$ cat config.mk
export PLATFORM = sky130hd
export DESIGN_NAME = rnlog_top
export DESIGN_NICKNAME = d
export VERILOG_FILES = /design/src/rtl/rnlog_pkg.sv /design/src/rtl/rnlog_pick.sv /design/src/rtl/rnlog_store.sv /design/src/rtl/rnlog_top.sv
export SDC_FILE = /design/constraint.sdc
export NUM_CORES = 1
export LEC_CHECK = 0
export BUFFER_PORTS_ARGS = -buffer_cell sky130_fd_sc_hd__clkbuf_2
export CAP_MARGIN = 20
export CORE_MARGIN = 2
export CORE_UTILIZATION = 28
export CTS_CLUSTER_DIAMETER = 200
export DETAILED_ROUTE_END_ITERATION = 8
export GPL_TIMING_DRIVEN = 0
export PLACE_DENSITY = 0.53
export SLEW_MARGIN = 25
export SYNTH_ARGS = -nofsm -noshare
export SYNTH_HDL_FRONTEND = slang
export SYNTH_SLANG_ARGS = --single-unit
$ cat constraint.sdc
create_clock -name clk -period 16.2 [get_ports clk]
set_input_delay 4.05 -clock clk [delete_from_list [all_inputs] [get_ports clk]]
set_output_delay 4.05 -clock clk [all_outputs]
set_load 0.02 [all_outputs]
$ cat src/rtl/rnlog_pkg.sv
package rnlog_pkg;
    localparam int ARCH_W   = 3;
    localparam int PHYS_W   = 4;
    localparam int SEQ_W    = 8;
    localparam int NUM_ARCH = 1 << ARCH_W;
    localparam int NUM_PHYS = 1 << PHYS_W;
    localparam int FCNT_W   = $clog2(NUM_PHYS + 1);

    typedef logic [SEQ_W-1:0]  seq_t;
    typedef logic [ARCH_W-1:0] arch_t;
    typedef logic [PHYS_W-1:0] phys_t;

    // one rename record: who renamed, which register, what it got, what it lost
    typedef struct packed {
        seq_t  seq;
        arch_t arch;
        phys_t newp;
        phys_t oldp;
    } hent_t;

    // wrapping age compare: a strictly younger than b
    function automatic logic seq_younger(seq_t a, seq_t b);
        seq_t diff;
        diff = a - b;
        return (diff != '0) && !diff[SEQ_W-1];
    endfunction
endpackage

$ cat src/rtl/rnlog_pick.sv
module rnlog_pick
    import rnlog_pkg::*;
#(
    parameter int LANES = 2
) (
    input  logic [NUM_PHYS-1:0] free_vec,
    output phys_t               pick_idx [LANES],
    output logic [LANES-1:0]    pick_ok
);
    // successive lowest-set-bit search, one removed per lane
    always_comb begin
        logic [NUM_PHYS-1:0] rem;
        logic                found;
        phys_t               idx;
        rem = free_vec;
        for (int k = 0; k < LANES; k++) begin
            found = 1'b0;
            idx   = '0;
            for (int i = 0; i < NUM_PHYS; i++) begin
                if (!found && rem[i]) begin
                    found = 1'b1;
                    idx   = phys_t'(i);
                end
            end
            if (found) rem[idx] = 1'b0;
            pick_ok[k]  = found;
            pick_idx[k] = idx;
        end
    end
endmodule

$ cat src/rtl/rnlog_store.sv
module rnlog_store
    import rnlog_pkg::*;
#(
    parameter int DEPTH  = 16,
    parameter int LANES  = 2,
    parameter int RETIRE = 2
) (
    input  logic                     clk,
    input  logic                     rst_n,
    input  logic [LANES-1:0]         wr_en,
    input  logic [$clog2(DEPTH)-1:0] wr_ptr,
    input  hent_t                    wr_ent [LANES],
    input  logic [$clog2(DEPTH)-1:0] head_ptr,
    output hent_t                    head_ent [RETIRE],
    input  logic [$clog2(DEPTH)-1:0] tail_ptr,
    output hent_t                    last_ent
);
    localparam int PTR_W = $clog2(DEPTH);

    hent_t [DEPTH-1:0] mem_q, mem_d;
    logic  [PTR_W-1:0] last_idx;

    always_comb begin
        mem_d = mem_q;
        for (int k = 0; k < LANES; k++) begin
            if (wr_en[k]) mem_d[wr_ptr + PTR_W'(k)] = wr_ent[k];
        end
    end

    always_ff @(posedge clk) begin
        if (!rst_n) mem_q <= '0;
        else        mem_q <= mem_d;
    end

    genvar j;
    generate
        for (j = 0; j < RETIRE; j++) begin : g_head_rd
            assign head_ent[j] = mem_q[head_ptr + PTR_W'(j)];
        end
    endgenerate

    assign last_idx = tail_ptr - 1'b1;
    assign last_ent = mem_q[last_idx];
endmodule

$ cat src/rtl/rnlog_top.sv
module rnlog_top
    import rnlog_pkg::*;
#(
    parameter int DEPTH    = 16,
    parameter int RN_WIDTH = 2,
    parameter int CM_WIDTH = 2
) (
    input  logic                       clk,
    input  logic                       rst_n,
    input  logic [RN_WIDTH-1:0]        rn_valid,
    input  logic [RN_WIDTH*SEQ_W-1:0]  rn_seq,
    input  logic [RN_WIDTH*ARCH_W-1:0] rn_dst,
    output logic [RN_WIDTH-1:0]        rn_grant,
    output logic [RN_WIDTH*PHYS_W-1:0] rn_new,
    output logic [RN_WIDTH*PHYS_W-1:0] rn_old,
    input  logic [ARCH_W-1:0]          src_arch,
    output logic [PHYS_W-1:0]          src_phys,
    input  logic                       cm_valid,
    input  logic [SEQ_W-1:0]           cm_seq,
    input  logic                       sq_valid,
    input  logic [SEQ_W-1:0]           sq_seq,
    output logic                       walk_busy,
    output logic [FCNT_W-1:0]          free_cnt
);
    localparam int PTR_W = $clog2(DEPTH);
    localparam logic [NUM_PHYS-1:0] FREE_RST = {NUM_PHYS{1'b1}} << NUM_ARCH;

    typedef struct packed {
        logic [NUM_ARCH-1:0][PHYS_W-1:0] map;
        logic [NUM_PHYS-1:0]             free;
        logic [PTR_W-1:0]                head;
        logic [PTR_W-1:0]                tail;
        logic                            full;
        logic                            walk;
        seq_t                            stop_seq;
    } st_t;

    st_t s_q, s_d;

    phys_t             pick_idx [RN_WIDTH];
    logic [RN_WIDTH-1:0] pick_ok;
    logic [RN_WIDTH-1:0] wr_en;
    hent_t             wr_ent [RN_WIDTH];
    hent_t             head_ent [CM_WIDTH];
    hent_t             last_ent;

    int    used_q, used_d, n_ret, n_grant;
    logic  ret_go, go, undo;
    arch_t dst;
    phys_t old_p;

    assign used_q = s_q.full ? DEPTH : int'(s_q.tail - s_q.head);

    rnlog_pick #(.LANES(RN_WIDTH)) u_pick (
        .free_vec (s_q.free),
        .pick_idx (pick_idx),
        .pick_ok  (pick_ok)
    );

    rnlog_store #(.DEPTH(DEPTH), .LANES(RN_WIDTH), .RETIRE(CM_WIDTH)) u_store (
        .clk      (clk),
        .rst_n    (rst_n),
        .wr_en    (wr_en),
        .wr_ptr   (s_q.tail),
        .wr_ent   (wr_ent),
        .head_ptr (s_q.head),
        .head_ent (head_ent),
        .tail_ptr (s_q.tail),
        .last_ent (last_ent)
    );

    always_comb begin
        s_d      = s_q;
        rn_grant = '0;
        rn_new   = '0;
        rn_old   = '0;
        wr_en    = '0;
        for (int k = 0; k < RN_WIDTH; k++) wr_ent[k] = '0;
        n_ret   = 0;
        n_grant = 0;
        undo    = 1'b0;
        dst     = '0;
        old_p   = '0;

        // retire from the old end, in order, stop at first younger record
        ret_go = cm_valid;
        for (int j = 0; j < CM_WIDTH; j++) begin
            ret_go = ret_go && (j < used_q) && !seq_younger(head_ent[j].seq, cm_seq);
            if (ret_go) begin
                s_d.free[head_ent[j].oldp] = 1'b1;
                n_ret = n_ret + 1;
            end
        end

        // squash walk: one youngest record per cycle
        if (s_q.walk) begin
            if ((used_q > n_ret) && seq_younger(last_ent.seq, s_q.stop_seq)) begin
                undo = 1'b1;
                s_d.map[last_ent.arch] = last_ent.oldp;
                s_d.free[last_ent.newp] = 1'b1;
            end else begin
                s_d.walk = 1'b0;
            end
        end
        if (sq_valid) begin
            s_d.walk     = 1'b1;
            s_d.stop_seq = sq_seq;
        end

        // rename: in-order prefix of lanes
        go = !s_q.walk && !sq_valid;
        for (int k = 0; k < RN_WIDTH; k++) begin
            go  = go && rn_valid[k] && pick_ok[k] && ((used_q + k) < DEPTH);
            dst = rn_dst[k*ARCH_W +: ARCH_W];
            if (go) begin
                old_p = s_d.map[dst];
                rn_grant[k] = 1'b1;
                rn_new[k*PHYS_W +: PHYS_W] = pick_idx[k];
                rn_old[k*PHYS_W +: PHYS_W] = old_p;
                s_d.map[dst] = pick_idx[k];
                s_d.free[pick_idx[k]] = 1'b0;
                wr_en[k] = 1'b1;
                wr_ent[k].seq  = rn_seq[k*SEQ_W +: SEQ_W];
                wr_ent[k].arch = dst;
                wr_ent[k].newp = pick_idx[k];
                wr_ent[k].oldp = old_p;
                n_grant = n_grant + 1;
            end
        end

        s_d.head = s_q.head + PTR_W'(n_ret);
        s_d.tail = s_q.tail + PTR_W'(n_grant) - PTR_W'(undo);
        used_d   = used_q + n_grant - n_ret - (undo ? 1 : 0);
        s_d.full = (used_d == DEPTH);
    end

    always_ff @(posedge clk) begin
        if (!rst_n) begin
            for (int i = 0; i < NUM_ARCH; i++) s_q.map[i] <= PHYS_W'(i);
            s_q.free     <= FREE_RST;
            s_q.head     <= '0;
            s_q.tail     <= '0;
            s_q.full     <= 1'b0;
            s_q.walk     <= 1'b0;
            s_q.stop_seq <= '0;
        end else begin
            s_q <= s_d;
        end
    end

    assign src_phys  = s_q.map[src_arch];
    assign walk_busy = s_q.walk;
    assign free_cnt  = FCNT_W'($countones(s_q.free));

    AST_GRANT_PREFIX: assert property (@(posedge clk) disable iff (!rst_n)
        ((rn_grant + RN_WIDTH'(1)) & rn_grant) == '0)
        else $error("grant not a lane prefix");
    AST_HOLD_DURING_WALK: assert property (@(posedge clk) disable iff (!rst_n)
        (walk_busy || sq_valid) |-> (rn_grant == '0))
        else $error("rename granted during squash");
    AST_WALK_STARTS: assert property (@(posedge clk) disable iff (!rst_n)
        sq_valid |=> walk_busy)
        else $error("walk did not start");
    AST_ALLOC_FROM_FREE: assert property (@(posedge clk) disable iff (!rst_n)
        rn_grant[0] |-> s_q.free[rn_new[PHYS_W-1:0]])
        else $error("allocated a busy register");
    AST_REG_CONSERVE: assert property (@(posedge clk) disable iff (!rst_n)
        (int'(free_cnt) + used_q) == (NUM_PHYS - NUM_ARCH))
        else $error("register count leak");
endmodule

==> results of run 1 <==
[flip-flops by register name, summed over array words and instances, names as in the netlist]
signal	cells
u_store.mem_q	304
s_q	65
walk_busy	1
[repair_timing]
| item | CTS | global route |
|---|---|---|
| buffers inserted | 2 | 0 |
| pin swaps | 1 | 0 |
| resized for setup | 2 | 14 |
| endpoints found under the setup margin | 8 | 7 |
[synth_stat cells, drive strengths merged, types with 10 or more instances]
library cell | n | share of area, %
ha | 75 | 3.4
and2 | 30 | 0.70
buf | 119 | 2.7
a21o | 10 | 0.27
mux2i | 188 | 6.8
nor2 | 400 | 5.5
nor2b | 18 | 0.41
a311oi | 33 | 1.0
inv | 86 | 1.2
mux4 | 217 | 18
a211oi | 254 | 7.3
nand2 | 242 | 3.3
clkbuf | 188 | 2.7
o211a | 16 | 0.58
xnor2 | 23 | 0.83
a31oi | 12 | 0.27
o21ai | 61 | 1.1
a21oi | 85 | 1.5
nand3 | 79 | 1.7
xor2 | 11 | 0.37
o31ai | 14 | 0.40
o211ai | 40 | 1.1
o22ai | 17 | 0.41
mux2 | 23 | 0.95
a221oi | 19 | 0.73
fa | 19 | 1.4
or2 | 23 | 0.52
nand4 | 15 | 0.41
and3 | 46 | 1.1
nand2b | 29 | 0.65
or3 | 11 | 0.25
nor3 | 83 | 1.7
dfxtp | 370 | 27
[routing by layer]
metal  up-vias  share of wire (%)
met1     12900                 40
met4         4                5.3
met5         -              0.019
met3       302                9.3
met2      1564                 46
li1      11400                  -
[cells by family after synthesis]
| group | Yosys count |
|---|---|
| and+or+nand+nor | 1008 |
| muxes | 428 |
| xor gates and xnor gates | 34 |
| DFF | 370 |
| buffers and inverters | 396 |
| adders and majority gates | 97 |
| AOI/OAI and AO/OA | 655 |
[power groups by stage]
stage / Combinational (uW) / Clock [uW] / Sequential (uW)
after global routing: 1750 / 1110 / 992
after CTS: 1620 / 1080 / 987
final: 1650 / 1070 / 988
after floorplan: 1120 / 0 / 988
after detailed placement: 1620 / 0 / 1010
after global placement: 1620 / 0 / 1010
[cell type report]
cell class | count | share of cell area [%]
plain buffers | 303 | 4.93
inverters | 88 | 1.06
multi-input cells | 2222 | 59.3
well taps | 1287 | 5.16
diodes | 2 | 0.0160
clock buffers | 61 | 4.05
clock inverters | 19 | 0.757
repair buffers | 65 | 1.07
flip-flops and latches | 370 | 23.7
[worst max-delay path, delay by kind of cell (launching register included)]
kind / cells / cell delay, ps
buf+inv: 15 / 5560
simple gates: 5 / 1490
compound gates: 5 / 1110
mux: 2 / 1010
fa+ha+maj: 2 / 830
flops: 1 / 550
xor+xnor: 1 / 510
[cells in the final DEF (no fill, tap or decap), types with 22 or more instances in the layout]
cell type	netlist	routed
nor2_1	398	398
dfxtp_1	370	370
nand2_1	236	236
a211oi_1	232	232
mux4_2	207	207
mux2i_1	188	188
clkbuf_1	181	182
a21oi_1	85	85
inv_1	84	84
nor3_1	75	75
ha_1	75	75
clkbuf_2	0	67
nand3_1	63	63
buf_2	52	56
o21ai_0	54	54
clkbuf_16	0	45
and3_1	43	43
o211ai_1	39	39
a311oi_1	33	33
nand2b_1	29	29
and2_1	24	24
or2_2	22	22
a211oi_2	22	22
[metrics by stage]
stage / setup WS [ps] / instance area (um^2) / instances / util (%) / hold WS (ps)
detailed placement: -1170 / 29700 / 4338 / 30.2 / 473
finish: 379 / 31200 / 4417 / 31.8 / 483
global route: 92.2 / 31200 / 4416 / 31.8 / 503
global placement: -1170 / 29700 / 4334 / 30.2 / 467
floorplan: 3030 / 27700 / 2988 / - / 455
CTS: 140 / 31200 / 4418 / 31.8 / 481
[final timing paths]
kind / start / endpoint / cells after the start
hold / removal: u_store.mem_q[10]$_SDFF_PN0_ / u_store.mem_q[10]$_SDFF_PN0_ / 2
setup / recovery: s_q[10]$_SDFF_PN0_ / rn_old[6] / 30
hold reg to reg: u_store.mem_q[10]$_SDFF_PN0_ / u_store.mem_q[10]$_SDFF_PN0_ / 2
setup reg to reg: s_q[10]$_SDFF_PN0_ / s_q[9]$_SDFF_PN0_ / 38
==> summary.md, run 1 <==
| Metric | Value |
|---|---|
| Outcome | finished, final reports clean |
| Cell variety after synth | 110 |
| Total number of vias | 26200 |
| CTS tree | built |
| Vias in the first global route | 24800 |
| Clock Power Share | 28.9% |
| Worst Hold Class | flop to flop |
| TNS Setup | 0 ps |
| First-pass GRT wire length | 175000 um |
| Die Wd | 319 um |
| Fillers | 10300 |
| Htree depth | 2 |
| Combinational power share | 44.5% |
| GRT met1 Usage | 29.9% |
| Pin count of the biggest net entering global routing | 20 |
| CP arrival | 11770 ps |
| Number of port buffers | 59 |
| Final Setup Violations | 0 |
| Slew Limit Fails | 0 |
| Syn Area/Cell | 9.29 um^2 |
| Flop pwr share | 26.6% |
| Mux share of post-synthesis cell area | 25.5% |
| Total detailed-routing wirelength | 121000 um |
| Worst skew pair latency | 620 ps |
| Floorplan Core Area | 0.0983 mm^2 |
| Multi-input logic area | 0.0185 mm^2 |
| WS Path Type | flop to primary output |
| Die height | 319 um |
| Worst-path clk slew | 60 ps |
| Wirelength per Cell | 27.5 um |
| Syn_nets | 3129 |
| Max_cap viols | 0 |
| Switching share of power | 42.1% |
| Worst-case clock buffer depth | 3 |
| Ys async rst share | 0% |
| Most common flop cell mapped by yosys | dfxtp_1 |
| Post-synth EDFFs | 0 |
| Tot Pwr | 3710 uW |
| Max_slew headroom | 26.4% |
| Synth Area in XOR/XNOR | 1.21% |
| Pwr dens | 119 mW/mm^2 |
| Drt first-iter violations | 3382 |
| CP max stage cell | clkbuf_2 |
| Peak VDD IR | 0.0000819 V |
| Yosys warns | 0 |
| Final min period | 15820 ps |
| Final hold viol count | 0 |
| Clk sinks | 370 |
| GP Congestion | 0.996 |
| Synth Area in Simple Gates | 17.2% |
| Data required, critical path | 12150 ps |
| CTS Buf Count | 45 |
| Initial antenna violation count | 3 |
| GR Util All Layers | 23.2% |
| Fin nets | 3236 |
| Area growth syn-to-layout | 12.6% |
| DP HPWL | 96300 um |
| Internal Power | 2150 uW |
| GR Layer Usage met3 | 4.05% |
| #FFs+latches synth | 370 |
| Register Area | 0.00741 mm^2 |
| GRT overflow | 0 |
| GRT busiest layer | met2 |
| CTS Hold Buffers Added | 0 |
| Worst-margin pin slew | 1100 ps |
| Starting density of the core | 28.2% |
| Post-synthesis compound-gate area fraction | 17.8% |
| Synth Area in Adders | 4.86% |
| Max Clk Rate | 63.2 MHz |
| Sequential element share of the synthesized area | 26.7% |
| CP dominant cell by count | buf_2 |
| Cells after Synth | 2988 |
| CP max stage delay | 720 ps |
| Initial DRT Pass Iterations | 6 |
| Post-DR vias/cell | 5.94 |
| P_leak | 0.0109 uW |
| Largest family of logic cells by synthesized area | multiplexers |
| RSZ-0062 raised after global routing | no |
| # rows | 115 |
| Tcrit/Tclk final | 97.7% |
| Crit start category | flop |
| Met2 usage | 37.6% |
| Switching pwr | 1570 uW |
| Ratio of cells with drive above 1 in the final layout | 19.1% |
| Clk_skew | 24.4 ps |
| DRC violations left | 0 |
| Worst-path fanout max | 19 |
| Detail Route Antenna Nets | 0 |
| Synth Cell Area | 0.0277 mm^2 |
| Clock root buffer | clkbuf_16 |
| Critical Path Sink Type | primary output |
| Full die area | 0.102 mm^2 |
| IO Pins | 75 |
| R2R setup slack | 3780 ps |
(Power assumes the default switching activity.)
==> run 2: changes to the inputs <==
--- a/config.mk
+++ b/config.mk
@@ -13,6 +13,7 @@
 export DETAILED_ROUTE_END_ITERATION = 8
 export GPL_TIMING_DRIVEN = 0
 export PLACE_DENSITY = 0.53
+export SKIP_CTS_REPAIR_TIMING = 1
 export SLEW_MARGIN = 25
 export SYNTH_ARGS = -nofsm -noshare
 export SYNTH_HDL_FRONTEND = slang
==> constraint.sdc (replaced) <==
create_clock -name clk -period 16 [get_ports clk]
set_input_delay 4 -clock clk [delete_from_list [all_inputs] [get_ports clk]]
set_output_delay 4 -clock clk [all_outputs]
set_load 0.02 [all_outputs]
==> run 2 against run 1 <==
Compared with the run above:
- sequential share of layout area hardly changed
- non-clock buffer count is 1 lower
- largest power group unchanged
- register-to-register slack worse by 60 ps
- clock skew is 3.7 ps lower
- highest routed layer unchanged
- clock power hardly changed
- count of clock-buffer cells in the layout stayed put
- critical path type unchanged
- worst hold slack hardly changed
- cell area hardly changed
- setup slack better by 54 ps
- largest cell class unchanged
- die area stayed put
- cell count hardly changed
==> summary.md, run 2 (synthesis gave the netlist of run 1 again) <==
| Metric | Value |
|---|---|
| Register bank with the most flops | u_store.mem_q |
| Worst-margin pin slew | 1100 ps (-4.52 ps) |
| Pwr dens | 120 mW/mm^2 (+1.2%) |
| RSZ-0062 raised after global routing | no |
| Tcrit/Tclk final | 97.3% |
| P_leak | 0.0109 uW (about the same) |
| Initial DRT Pass Iterations | 6 (unchanged) |
| Worst-path clk slew | 60 ps (about the same) |
| Most frequent cells in the layout | nor2_1 (398), dfxtp_1 (370), nand2_1 (236) |
| Full die area | 0.102 mm^2 (unchanged) |
| Number of port buffers | 59 (unchanged) |
| Die Wd | 319 um (unchanged) |
| Placed Instances | 4338 (unchanged) |
| Final min period | 15570 ps |
| Leading cell type in the layout, fill and taps excluded | nor2_1 |
| Multi-input logic area | 0.0185 mm^2 (unchanged) |
| Crit Reg-Reg Endpoint | s_q[9]$_SDFF_PN0_ |
| Final hold viol count | 0 (unchanged) |
| Final Setup Violations | 0 (unchanged) |
| Register Area | 0.00741 mm^2 (unchanged) |
| Clock root buffer | clkbuf_16 |
| Detail Route Antenna Nets | 0 (unchanged) |
| Worst Hold Class | flop to flop |
| Worst-path fanout max | 28 (+9) |
| R2R setup slack | 3720 ps (-60 ps) |
| Crit start category | flop |
| Slew Limit Fails | 0 (unchanged) |
| Layout Cells excl Fill | 4415 (-0.045%) |
| Drt first-iter violations | 3417 (+1.0%) |
| Fillers | 10300 (-0.029%) |
| Data required, critical path | 12000 ps (-150 ps) |
| GP Congestion | 0.996 (unchanged) |
| Fin util | 31.8% (about the same) |
| DRC violations left | 0 (unchanged) |
| Max Clk Rate | 64.2 MHz |
| Max_cap viols | 0 (unchanged) |
| Clk_skew | 20.7 ps (-3.71 ps) |
| # rows | 115 (unchanged) |
| GR Util All Layers | 23.2% (+0.031 points) |
| CP max stage cell | clkbuf_4 |
| Fin nets | 3235 (-0.031%) |
| Max reg flops | 304 (unchanged) |
| DP HPWL | 96300 um (unchanged) |
| Pin count of the biggest net entering global routing | 13 (-35%) |
| Area growth syn-to-layout | 12.6% (about the same) |
| Htree depth | 2 (unchanged) |
| GRT overflow | 0 (unchanged) |
| Starting density of the core | 28.2% (unchanged) |
| CP max stage delay | 620 ps (-100 ps) |
| First-pass GRT wire length | 176000 um (+0.18%) |
| Total number of vias | 26200 (-0.20%) |
| CP dominant cell by count | buf_2 |
| R2R depth | 38 (unchanged) |
| Endpoint, Worst Hold | u_store.mem_q[10]$_SDFF_PN0_ |
| Initial antenna violation count | 4 (+1) |
| Post-DR vias/cell | 5.93 (-0.16%) |
| Floorplan Core Area | 0.0983 mm^2 (unchanged) |
| CTS tree | built |
| Vias in the first global route | 24800 (-0.044%) |
| Hold wc startpoint | u_store.mem_q[10]$_SDFF_PN0_ |
| CTS Buf Count | 45 (unchanged) |
| Die height | 319 um (unchanged) |
| Worst skew pair latency | 610 ps (about the same) |
| Worst-case clock buffer depth | 3 (unchanged) |
| Peak VDD IR | 0.0000829 V (+1.1%) |
| WS Path Type | flop to primary output |
| CP arrival | 11570 ps (-200 ps) |
| Total detailed-routing wirelength | 121000 um (about the same) |
| IO Pins | 75 (unchanged) |
| Critical Path Sink Type | primary output |
| FF-to-FF Start | s_q[10]$_SDFF_PN0_ |
| Ratio of cells with drive above 1 in the final layout | 19.1% (+0.038 points) |
| Outcome | finished, final reports clean |
| Wirelength per Cell | 27.5 um (about the same) |
| Hold Path Stages | 2 (unchanged) |
| Clk sinks | 370 (unchanged) |
| Max_slew headroom | 26.7% (+0.30 points) |
-- run 2: changes by cell type in the layout (fill, tap and decap cells not counted) --
cell	previous run	this run
buf_4	18	16
clkdlybuf4s15_1	3	2
clkbuf_4	3	5
clkbuf_1	182	181
diode_2	2	1
buf_12	1	2
-- run 2: cell type report --
class / instances / area share, %
diodes: 1 / 0.00801
plain buffers: 302 / 4.91
clock buffers: 61 / 4.05
clock inverters: 19 / 0.757
inverters: 88 / 1.06
multi-input cells: 2222 / 59.2
flip-flops and latches: 370 / 23.7
well taps: 1287 / 5.15
repair buffers: 65 / 1.11
-- run 2: worst max path at each step --
stage / depth (start not counted) / from / end / slack [ps]
final: 30 / s_q[10]$_SDFF_PN0_ / rn_old[7] / 430
after global routing: 30 / s_q[10]$_SDFF_PN0_ / rn_old[7] / 70
after CTS: 32 / s_q[10]$_SDFF_PN0_ / rn_old[1] / -1960
after detailed placement: 32 / s_q[10]$_SDFF_PN0_ / rn_old[1] / -1320
after global placement: 32 / s_q[10]$_SDFF_PN0_ / rn_old[1] / -1320
after floorplan: 27 / cm_seq[1] / rn_old[7] / 2930
-- run 2: routing by layer --
layer | track usage [%] | wire [um]
met5 | 0 | 23
met4 | 10.8 | 6190
met3 | 3.85 | 11100
met2 | 37.7 | 55800
met1 | 30.0 | 48300
-- run 2: critical path, delay by kind of cell (launching register included) --
family	cells	cell delay, ps
buffers and inverters	15	5410
AOI/OAI and AO/OA	7	2490
muxes	3	1070
adders and majority gates	2	700
and+or+nand+nor	3	620
DFF	1	570
-- run 2: stage by stage --
step           power, uW  hold WS (ps)  instance area, um^2  setup TNS (ps)  setup WS (ps)
2_1_floorplan       2130           455                27700               0           2930
3_3_place_gp        2660           467                29700           -7790          -1320
3_5_place_dp        2660           473                29700           -7700          -1320
4_1_cts             3740           481                31200          -12820          -1960
5_1_grt             3910           503                31200               0           66.6
6_report            3760           483                31200               0            434
-- run 2: power breakdown --
group / total [uW] / switching (uW) / internal [uW] / leakage (uW)
sequential: 1000 / 45.6 / 956 / 0.00299
combinational: 1670 / 1070 / 598 / 0.00720
clock: 1090 / 465 / 622 / 0.000733
total: 3760 / 1580 / 2180 / 0.0109
